File: config.mk
export PLATFORM = sky130hd
export DESIGN_NAME = owsrch_step
export DESIGN_NICKNAME = d
export VERILOG_FILES = /design/src/rtl/owsrch_pkg.sv /design/src/rtl/owsrch_decide.sv /design/src/rtl/owsrch_slot.sv /design/src/rtl/owsrch_fsm.sv /design/src/rtl/owsrch_step.sv
export SDC_FILE = /design/constraint.sdc
export NUM_CORES = 1
export LEC_CHECK = 0
export BUFFER_PORTS_ARGS = -buffer_cell sky130_fd_sc_hd__buf_2
export CORE_MARGIN = 8
export CORE_UTILIZATION = 50
export DETAILED_ROUTE_END_ITERATION = 10
export PLACE_DENSITY = 0.74
export SLEW_MARGIN = 0
export SYNTH_ARGS = -nofsm -noshare
export SYNTH_HDL_FRONTEND = slang
export SYNTH_HIERARCHICAL = 1
export SYNTH_SLANG_ARGS = --single-unit
File: constraint.sdc
create_clock -name clk -period 1.65 [get_ports clk]
set_input_delay 0.33 -clock clk [delete_from_list [all_inputs] [get_ports clk]]
set_output_delay 0.33 -clock clk [all_outputs]
set_load 0.02 [all_outputs]
File: src/rtl/owsrch_pkg.sv
package owsrch_pkg;

  localparam int CODE_W  = 3;
  localparam int IDX_ID  = 0;
  localparam int IDX_CMP = 1;
  localparam int IDX_DIR = 2;

  typedef enum logic [1:0] {
    ST_IDLE   = 2'd0,
    ST_RD_ID  = 2'd1,
    ST_RD_CMP = 2'd2,
    ST_WR_DIR = 2'd3
  } step_state_t;

  typedef struct packed {
    logic              dir;
    logic              err;
    logic [CODE_W-1:0] code;
  } verdict_t;

endpackage

File: src/rtl/owsrch_decide.sv
module owsrch_decide
  import owsrch_pkg::*;
(
  input  logic     id_bit,
  input  logic     cmp_bit,
  input  logic     pref,
  output verdict_t verdict
);

  logic single_one;

  always_comb begin
    single_one       = id_bit ^ cmp_bit;
    verdict.err      = id_bit & cmp_bit;
    verdict.dir      = single_one ? id_bit : pref;
    verdict.code     = '0;
    if (verdict.err) begin
      verdict.code[IDX_ID]  = 1'b1;
      verdict.code[IDX_CMP] = 1'b1;
      verdict.dir           = 1'b0;
    end else begin
      verdict.code[IDX_ID]  = id_bit;
      verdict.code[IDX_CMP] = cmp_bit;
      verdict.code[IDX_DIR] = verdict.dir;
    end
  end

endmodule

File: src/rtl/owsrch_slot.sv
module owsrch_slot (
  input  logic clk,
  input  logic rst,
  input  logic launch,
  input  logic launch_bit,
  input  logic ack,
  output logic req,
  output logic bit_o,
  output logic finished
);

  always_ff @(posedge clk) begin
    if (rst) begin
      req   <= 1'b0;
      bit_o <= 1'b1;
    end else if (launch) begin
      req   <= 1'b1;
      bit_o <= launch_bit;
    end else if (req && ack) begin
      req   <= 1'b0;
      bit_o <= 1'b1;
    end
  end

  assign finished = req & ack;

endmodule

File: src/rtl/owsrch_fsm.sv
module owsrch_fsm
  import owsrch_pkg::*;
(
  input  logic              clk,
  input  logic              rst,
  input  logic              start,
  input  logic              pref_dir,
  input  logic              slot_fin,
  input  logic              slot_rd,
  input  verdict_t          verdict,
  output logic              id_q,
  output logic              pref_q,
  output logic              launch,
  output logic              launch_bit,
  output logic [CODE_W-1:0] status_q,
  output logic              done_q,
  output logic              busy_q
);

  step_state_t       state;
  logic              need_launch;
  logic              dir_q;
  logic [CODE_W-1:0] code_q;

  always_ff @(posedge clk) begin
    if (rst) begin
      state       <= ST_IDLE;
      need_launch <= 1'b0;
      id_q        <= 1'b0;
      pref_q      <= 1'b0;
      dir_q       <= 1'b0;
      code_q      <= '0;
      status_q    <= '0;
      done_q      <= 1'b0;
    end else begin
      done_q      <= 1'b0;
      need_launch <= 1'b0;
      unique case (state)
        ST_IDLE: begin
          if (start) begin
            pref_q      <= pref_dir;
            status_q    <= '0;
            need_launch <= 1'b1;
            state       <= ST_RD_ID;
          end
        end
        ST_RD_ID: begin
          if (slot_fin) begin
            id_q        <= slot_rd;
            need_launch <= 1'b1;
            state       <= ST_RD_CMP;
          end
        end
        ST_RD_CMP: begin
          if (slot_fin) begin
            if (verdict.err) begin
              status_q <= verdict.code;
              done_q   <= 1'b1;
              state    <= ST_IDLE;
            end else begin
              dir_q       <= verdict.dir;
              code_q      <= verdict.code;
              need_launch <= 1'b1;
              state       <= ST_WR_DIR;
            end
          end
        end
        ST_WR_DIR: begin
          if (slot_fin) begin
            status_q <= code_q;
            done_q   <= 1'b1;
            state    <= ST_IDLE;
          end
        end
        default: state <= ST_IDLE;
      endcase
    end
  end

  assign launch     = need_launch;
  assign launch_bit = (state == ST_WR_DIR) ? dir_q : 1'b1;
  assign busy_q     = (state != ST_IDLE);

endmodule

File: src/rtl/owsrch_step.sv
module owsrch_step
  import owsrch_pkg::*;
(
  input  logic              clk,
  input  logic              rst,
  input  logic              start,
  input  logic              pref_dir,
  input  logic              slot_ack,
  input  logic              slot_rd,
  output logic              slot_req,
  output logic              slot_bit,
  output logic [CODE_W-1:0] status,
  output logic              done,
  output logic              busy
);

  verdict_t verdict;
  logic     id_q;
  logic     pref_q;
  logic     launch;
  logic     launch_bit;
  logic     slot_fin;

  owsrch_decide u_decide (
    .id_bit  (id_q),
    .cmp_bit (slot_rd),
    .pref    (pref_q),
    .verdict (verdict)
  );

  owsrch_slot u_slot (
    .clk        (clk),
    .rst        (rst),
    .launch     (launch),
    .launch_bit (launch_bit),
    .ack        (slot_ack),
    .req        (slot_req),
    .bit_o      (slot_bit),
    .finished   (slot_fin)
  );

  owsrch_fsm u_fsm (
    .clk        (clk),
    .rst        (rst),
    .start      (start),
    .pref_dir   (pref_dir),
    .slot_fin   (slot_fin),
    .slot_rd    (slot_rd),
    .verdict    (verdict),
    .id_q       (id_q),
    .pref_q     (pref_q),
    .launch     (launch),
    .launch_bit (launch_bit),
    .status_q   (status),
    .done_q     (done),
    .busy_q     (busy)
  );

endmodule

Yosys cells after proc, flatten, opt, wreduce, memory -nomap -nowiden
Index checks and enable logic that the tools add are counted.

Equal/unequal tests: 8. Bitwise gates (word level): 4. Reduce and logical (&&, ||, !) cells: 10. Mux-type cells: 27.

Operators by type and width (count): 1-bit two-way mux (13); 2-bit two-way mux (6); 3-bit two-way mux (4); 2-bit != test (second input constant) (5); 3-bit case mux with 3 select lines (1); 2-bit case mux with 4 select lines (1); 5-bit AND reduction (1); 2-bit equality test (second input constant) (2); 2-bit AND reduction (2); 4-bit AND reduction (1); 2-bit nonzero test (2); 1-bit case mux with 3 select lines (1); 3-bit AND reduction (1); 3-bit nonzero test (1); 1-bit AND (2); 2-bit by 1-bit equality test with 1-bit output (second input constant) (1); 2-bit zero test (1); 1-bit case mux with 2 select lines (1); 1-bit logical AND (1); 1-bit NOT (1); 1-bit bitwise XOR (1).

Word-level logic and storage cells: 59. Output and inout bits: 7. Bits of input ports: 6. Bits in registers: 15.

Depth between registers and ports, before layout
Gate-level depths: netlist of run 1.

Depth in word-level cells: 6. Gate-level depth with buffers: 6.

Modules after synthesis
The synthesis of run 1 kept the hierarchy.

Modules (own cells, without submodules): owsrch_fsm (cells each 55, area each 576.8 um^2, times used 1); owsrch_slot (cells each 9, area each 88.8 um^2, times used 1); owsrch_decide (cells each 6, area each 46.3 um^2, times used 1).

Worst setup path before layout of run 1
OpenSTA, ideal clock, no wires.

Path kind: reg-to-reg. Start point: register u_fsm.id_q. End point: register u_fsm.status_q[2]. Path buffers: 0. Setup time: 0.070 ns. Data arrival time: 1.414 ns. Setup slack: 0.166 ns. Required time: 1.580 ns. Stages on the path, launching flop included: 7. Clock period less this slack: 1.484 ns. Path through: dfxtp_1 ha_1 mux2i_1 nor2_1 mux2i_1 or3b_1 a21oi_1.

RTL lines: start: declaration (line owsrch_fsm.sv:11) `output logic id_q,`; start signal: assignment (line owsrch_fsm.sv:49) `id_q <= slot_rd;`; end signal: assignment (line owsrch_fsm.sv:57) `status_q <= verdict.code;`; end signal: assignment (line owsrch_fsm.sv:70) `status_q <= code_q;`; end: declaration (line owsrch_fsm.sv:15) `output logic [CODE_W-1:0] status_q,`.

==> results of run 1 <==
cell usage in the layout, fill, tap and decap left out:
cell / count
nand2_1: 1
buf_2: 12
nand2b_1: 2
or2_1: 2
nor2b_4: 1
nor2b_1: 1
o21ai_0: 1
clkbuf_1: 1
a21oi_1: 4
nand3_1: 3
inv_1: 1
nand3b_1: 2
mux2i_1: 10
ha_1: 1
or3b_1: 4
o211ai_4: 1
buf_4: 1
and2_2: 1
dfxtp_1: 14
o21bai_1: 1
clkbuf_4: 3
a21oi_2: 3
or2_2: 1
nor2_1: 8
a211oi_2: 1
dfxtp_2: 1
and4bb_2: 1
final timing paths:
path | from | endpoint | slack (ps) | depth (start not counted)
setup / recovery | u_fsm/id_q | u_fsm/status_q[1] | 50 | 5
hold / removal | pref_dir | u_fsm/pref_q | 280 | 3
setup reg to reg | u_fsm/id_q | u_fsm/status_q[1] | 50 | 5
hold reg to reg | u_fsm/status_q[0] | u_fsm/status_q[0] | 470 | 2
per-stage QoR:
step	utilization, %	std cells	instance area, um2	setup slack, ps	hold slack [ps]
6_report	60.2	97	793	46.3	284
5_1_grt	60.2	97	793	0.0979	299
4_1_cts	59.8	97	788	62.9	284
3_5_place_dp	57.8	93	762	8.21	456
3_3_place_gp	57.8	93	762	46.8	448
2_1_floorplan	-	70	712	166	392
logic make-up (layout without fill, tap and decap cells):
kind of cell,after synthesis,after routing
AO/OA/AOI/OAI,11,11
adder cells (fa/ha/maj),1,1
buffers and inverters,6,18
flip-flops,15,15
multiplexers,10,10
AND/OR/NAND/NOR,27,27
layout make-up:
cell class / count / area share, %
clock buffer: 4 / 3.31
tap: 15 / 2.37
sequential: 15 / 38.0
multi-input combinational: 49 / 47.3
inverter: 1 / 0.473
timing repair buffer: 13 / 8.52
power by group:
part / switching (mW) / leakage, nW / internal [mW]
sequential: 0.0144 / 0.122 / 0.370
clock: 0.108 / 0.0150 / 0.0937
combinational: 0.0318 / 0.185 / 0.0297
per-layer routing:
metal  up-vias  share of wire [%]
met1       244                 41
met4         0                2.1
li1        265                  -
met2        22                 50
met5         -                  0
met3         6                6.3
worst max-delay path: cells and delay by family (launching register included):
kind,cells,cell delay (ps)
flip-flops,1,380
multiplexers,1,80
AO/OA/AOI/OAI,1,200
adder cells (fa/ha/maj),1,310
AND/OR/NAND/NOR,2,560
state kept, by name (all words and copies together), names as in the netlist:
signal,cells
u_fsm/done_q,1
u_fsm/dir_q,1
u_fsm/launch,1
u_fsm/id_q,1
u_fsm/pref_q,1
u_slot/bit_o,1
u_fsm/state,2
u_fsm/code_q,3
u_slot/req,1
u_fsm/status_q,3
==> results.tsv, run 1 <==
metric	value	unit
Synth warnings	6	
CTS tree	yes	
CTS max path bufs	2	
synthesized cell area	712	um2
Worst-Margin Slew	347	ps
layout cells sized above 1	31.7	%
Post-synth EDFFs	0	
worst path required time	1850	ps
final period demand of the worst path	1600	ps
Die Wd	53.7	um
total gr overflow	0	
gr usage total	11.3	%
Slew headroom	76.8	%
post-synth cell types	25	
adder-cell share of the synthesized area	1.76	%
clk slew on worst S/H paths	90	ps
Static Leakage	0.322	nW
max-cap violation count	0	
Fill cells	120	
critical path launch point type	register	
Die Ht	53.7	um
core footprint	0.00132	mm2
met1 GRT Util	12.0	%
first-pass GRT wire length	2370	um
Avg WL per Cell	15.0	um
register area	302	um2
clk sink count	15	
status	complete, no violations	
sequential share of the synthesized area	42.2	%
post_cts resized	0	
htree depth	1	
Simple-Gate Fraction of Synth Area	23.9	%
Post-Syn Area per Cell	10.2	um2
Synth area leaders	dfxtp_1 42%, mux2i_1 14%, or3b_1 4.9%, nor2_1 4.2%, a21oi_1 3.5%	
multi-input logic area	375	um2
RSZ-0062 raised after global routing	false	
initial core utilization	54.0	%
# setup viols final	0	
Seq cells post-synth	15	
Worst Skew	11.3	ps
CTS buffer count	3	
Nets	90	
Synth Flop Type	dfxtp_1	
M2 GR Usage	19.3	%
vias in the first global route	526	
Synth area leader	dfxtp_1	
# diodes	0	
largest net degree at the start of global routing	16	
Power per Cell Area	817	mW/mm2
routed wire length	1450	um
initial antenna violation count	0	
Yosys top cell area share	42.2	%
XOR/XNOR Fraction of Synth Area	0	%
CP Capture Type	register	
arrival time of the worst setup path	1810	ps
Final Power	648	uW
Syn-to-layout area delta	11.4	%
Synth Instances	70	
routed via count	537	
full die area	0.00289	mm2
final period utilization	97.2	%
CP max stage delay	390	ps
number of port buffers	12	
asr flop ratio synth	0	%
GRT Max-Usage Layer	met2	
post-synthesis mux area share	14.1	%
Setup CP Type	register to register	
Syn Nets	77	
row count	13	
Peak VDD IR	0.455	mV
clock network latency to the later pin of the worst-skew pair	280	ps
routed vias/inst	5.54	
Setup Fix Bufs, Post-CTS	0	
First DRT Iteration DRCs	17	
most frequent cell after synthesis	dfxtp_1	
worst-path cell chain	ha_1, or2_1, mux2i_1, or3b_1, a21oi_1	
met3 GRT Util	3.58	%
Slew Viols, Final	0	
Max Fclk	624	MHz
first-pass iteration count of the detailed router	4	
Ports	13	
dpl hpwl	1020	um
final hold viol count	0	
Hold Buf Count CTS	0	
placer congestion estimate	0.715	
Root Driver	clkbuf_4	
Critical-path top delay cell	or3b_1	
DRC	0	
Hold Path Class	primary input to register	
setup TNS	0	ps
main combinational cell family by area after synthesis	simple AND/OR/NAND/NOR gates	
Worst Path Max Fanout	6	
post-route ant nets	0	
Compound-Gate Fraction of Synth Area	12.5	%
Commonest cells post-synth	15 x dfxtp_1, 10 x mux2i_1, 8 x nor2_1, 5 x a21oi_1, 4 x or3b_1	
Note: power is estimated with default switching activity, not from simulation.
==> inputs of run 2 (changes only) <==
--- a/config.mk
+++ b/config.mk
@@ -9,7 +9,7 @@
 export CORE_MARGIN = 8
 export CORE_UTILIZATION = 50
 export DETAILED_ROUTE_END_ITERATION = 10
-export PLACE_DENSITY = 0.74
+export PLACE_DENSITY_LB_ADDON = 0.1
 export SLEW_MARGIN = 0
 export SYNTH_ARGS = -nofsm -noshare
 export SYNTH_HDL_FRONTEND = slang
==> run 2 against run 1 <==
Net effect:
- routed wire length is 15% lower
- sequential share of layout area fell by 0.18 points
- non-clock buffer count grew 1
- cell area up 0.47%
- register-to-register slack gained 40 ps
- via count fell by 3.9%
- sequential power about the same
- core utilization increased by 0.28 points
- worst setup slack gained 44 ps
- highest routed layer unchanged
==> results.tsv, run 2 (same netlist as run 1, synthesis figures left out) <==
metric	value	unit
status	complete, no violations	
Hold Path Class	primary input to register	
Switching Power	150	uW
dpl hpwl	887	um
routed vias/inst	5.27	
routed wire length	1240	um
routed via count	516	
initial antenna violation count	0	
number of port buffers	12	
post-route ant nets	0	
commonest cells after routing, fill and taps aside	14 x dfxtp_1, 12 x buf_2, 10 x mux2i_1	
vias in the first global route	496	
Final Power	644	uW
total gr overflow	0	
Die Wd	53.7	um
Core Util, Final	60.5	%
DP Cell Count	93	
top flop regs	u_fsm/code_q: 3 flops, u_fsm/status_q: 3 flops, u_fsm/state: 2 flops	
# diodes	0	
Worst Skew	1.79	ps
CTS tree	yes	
CTS buffer count	3	
critical path launch point type	register	
setup TNS	0	ps
row count	13	
core footprint	0.00132	mm2
htree depth	1	
Avg WL per Cell	12.6	um
Worst Path Max Fanout	11	
Hold Buf Count CTS	0	
arrival time of the worst setup path	1230	ps
layout cells sized above 1	31.3	%
gr usage total	10.2	%
clk sink count	15	
sequential share of power	59.4	%
CP Capture Type	output pin	
Post-Layout Cell Count	98	
final period utilization	94.5	%
Ports	13	
max-cap violation count	0	
Syn-to-layout area delta	12.0	%
CTS max path bufs	2	
Worst-Margin Slew	459	ps
DRC	0	
Die Ht	53.7	um
# setup viols final	0	
Root Driver	clkbuf_4	
worst path required time	1320	ps
clock network latency to the later pin of the worst-skew pair	270	ps
hold_ws	281	ps
most common cell after layout, fill and taps aside	dfxtp_1	
final period demand of the worst path	1560	ps
Power per Cell Area	808	mW/mm2
RSZ-0062 raised after global routing	false	
Sw Ratio	23.2	%
first-pass iteration count of the detailed router	4	
final hold viol count	0	
clk slew on worst S/H paths	80	ps
largest net degree at the start of global routing	16	
First DRT Iteration DRCs	13	
full die area	0.00289	mm2
Clock power frac	31.0	%
Max Fclk	641	MHz
Peak VDD IR	0.443	mV
Slew headroom	69.3	%
initial core utilization	54.0	%
Static Leakage	0.326	nW
Nets	91	
Slew Viols, Final	0	
placer congestion estimate	0.746	
first-pass GRT wire length	2190	um
Combinational Power Share	9.6	%
internal power	494	uW
Setup CP Type	register to output pin	
[run 2: final timing paths]
check	cells past startpoint	slack (ps)	start	end
worst max-delay path	2	90	u_fsm/state[0]	busy
worst min-delay path	3	280	pref_dir	u_fsm/pref_q
worst max register to register	6	90	u_fsm/id_q	u_fsm/status_q[2]
worst min register to register	2	470	u_fsm/status_q[0]	u_fsm/status_q[0]
[run 2: layout make-up]
cell class                 count  area, um2
fill                         118        520
multi-input combinational     49        372
sequential                    15        302
timing repair buffer          14       75.1
clock buffer                   4       26.3
tap                           15       18.8
inverter                       1       3.75
[run 2: what timing repair did]
item | 4_1_cts | 5_1_grt
buffers inserted | 0 | 1
gates resized for setup | 0 | 1
endpoints found under the hold margin | 0 | 0
endpoints found under the setup margin | 0 | 1
[run 2: through the flow]
stage               area [um2]  setup slack [ps]
finish                     797              90.3
global route               797              2.62
CTS                        788              77.2
detailed placement         762              24.8
global placement           762              43.2
floorplan                  712               166
[run 2: critical path: stages, from the launching register on]
cell	delay, ps
dfxtp_1	450
or2_2	340
buf_2	160
[run 2: power groups by stage]
stage	Combinational [mW]	Sequential [mW]	Clock [mW]
2_1_floorplan	0.0538	0.385	0
3_3_place_gp	0.0601	0.392	0
3_5_place_dp	0.0600	0.392	0
4_1_cts	0.0603	0.383	0.213
5_1_grt	0.0679	0.385	0.231
6_report	0.0616	0.383	0.200
[run 2: layer usage]
layer	vias to the layer above	global-route usage, %	wire (um)
li1	267	-	-
met4	0	7.56	13
met1	237	12.4	630
met3	2	3.58	80
met2	10	14.5	511
met5	-	0	0
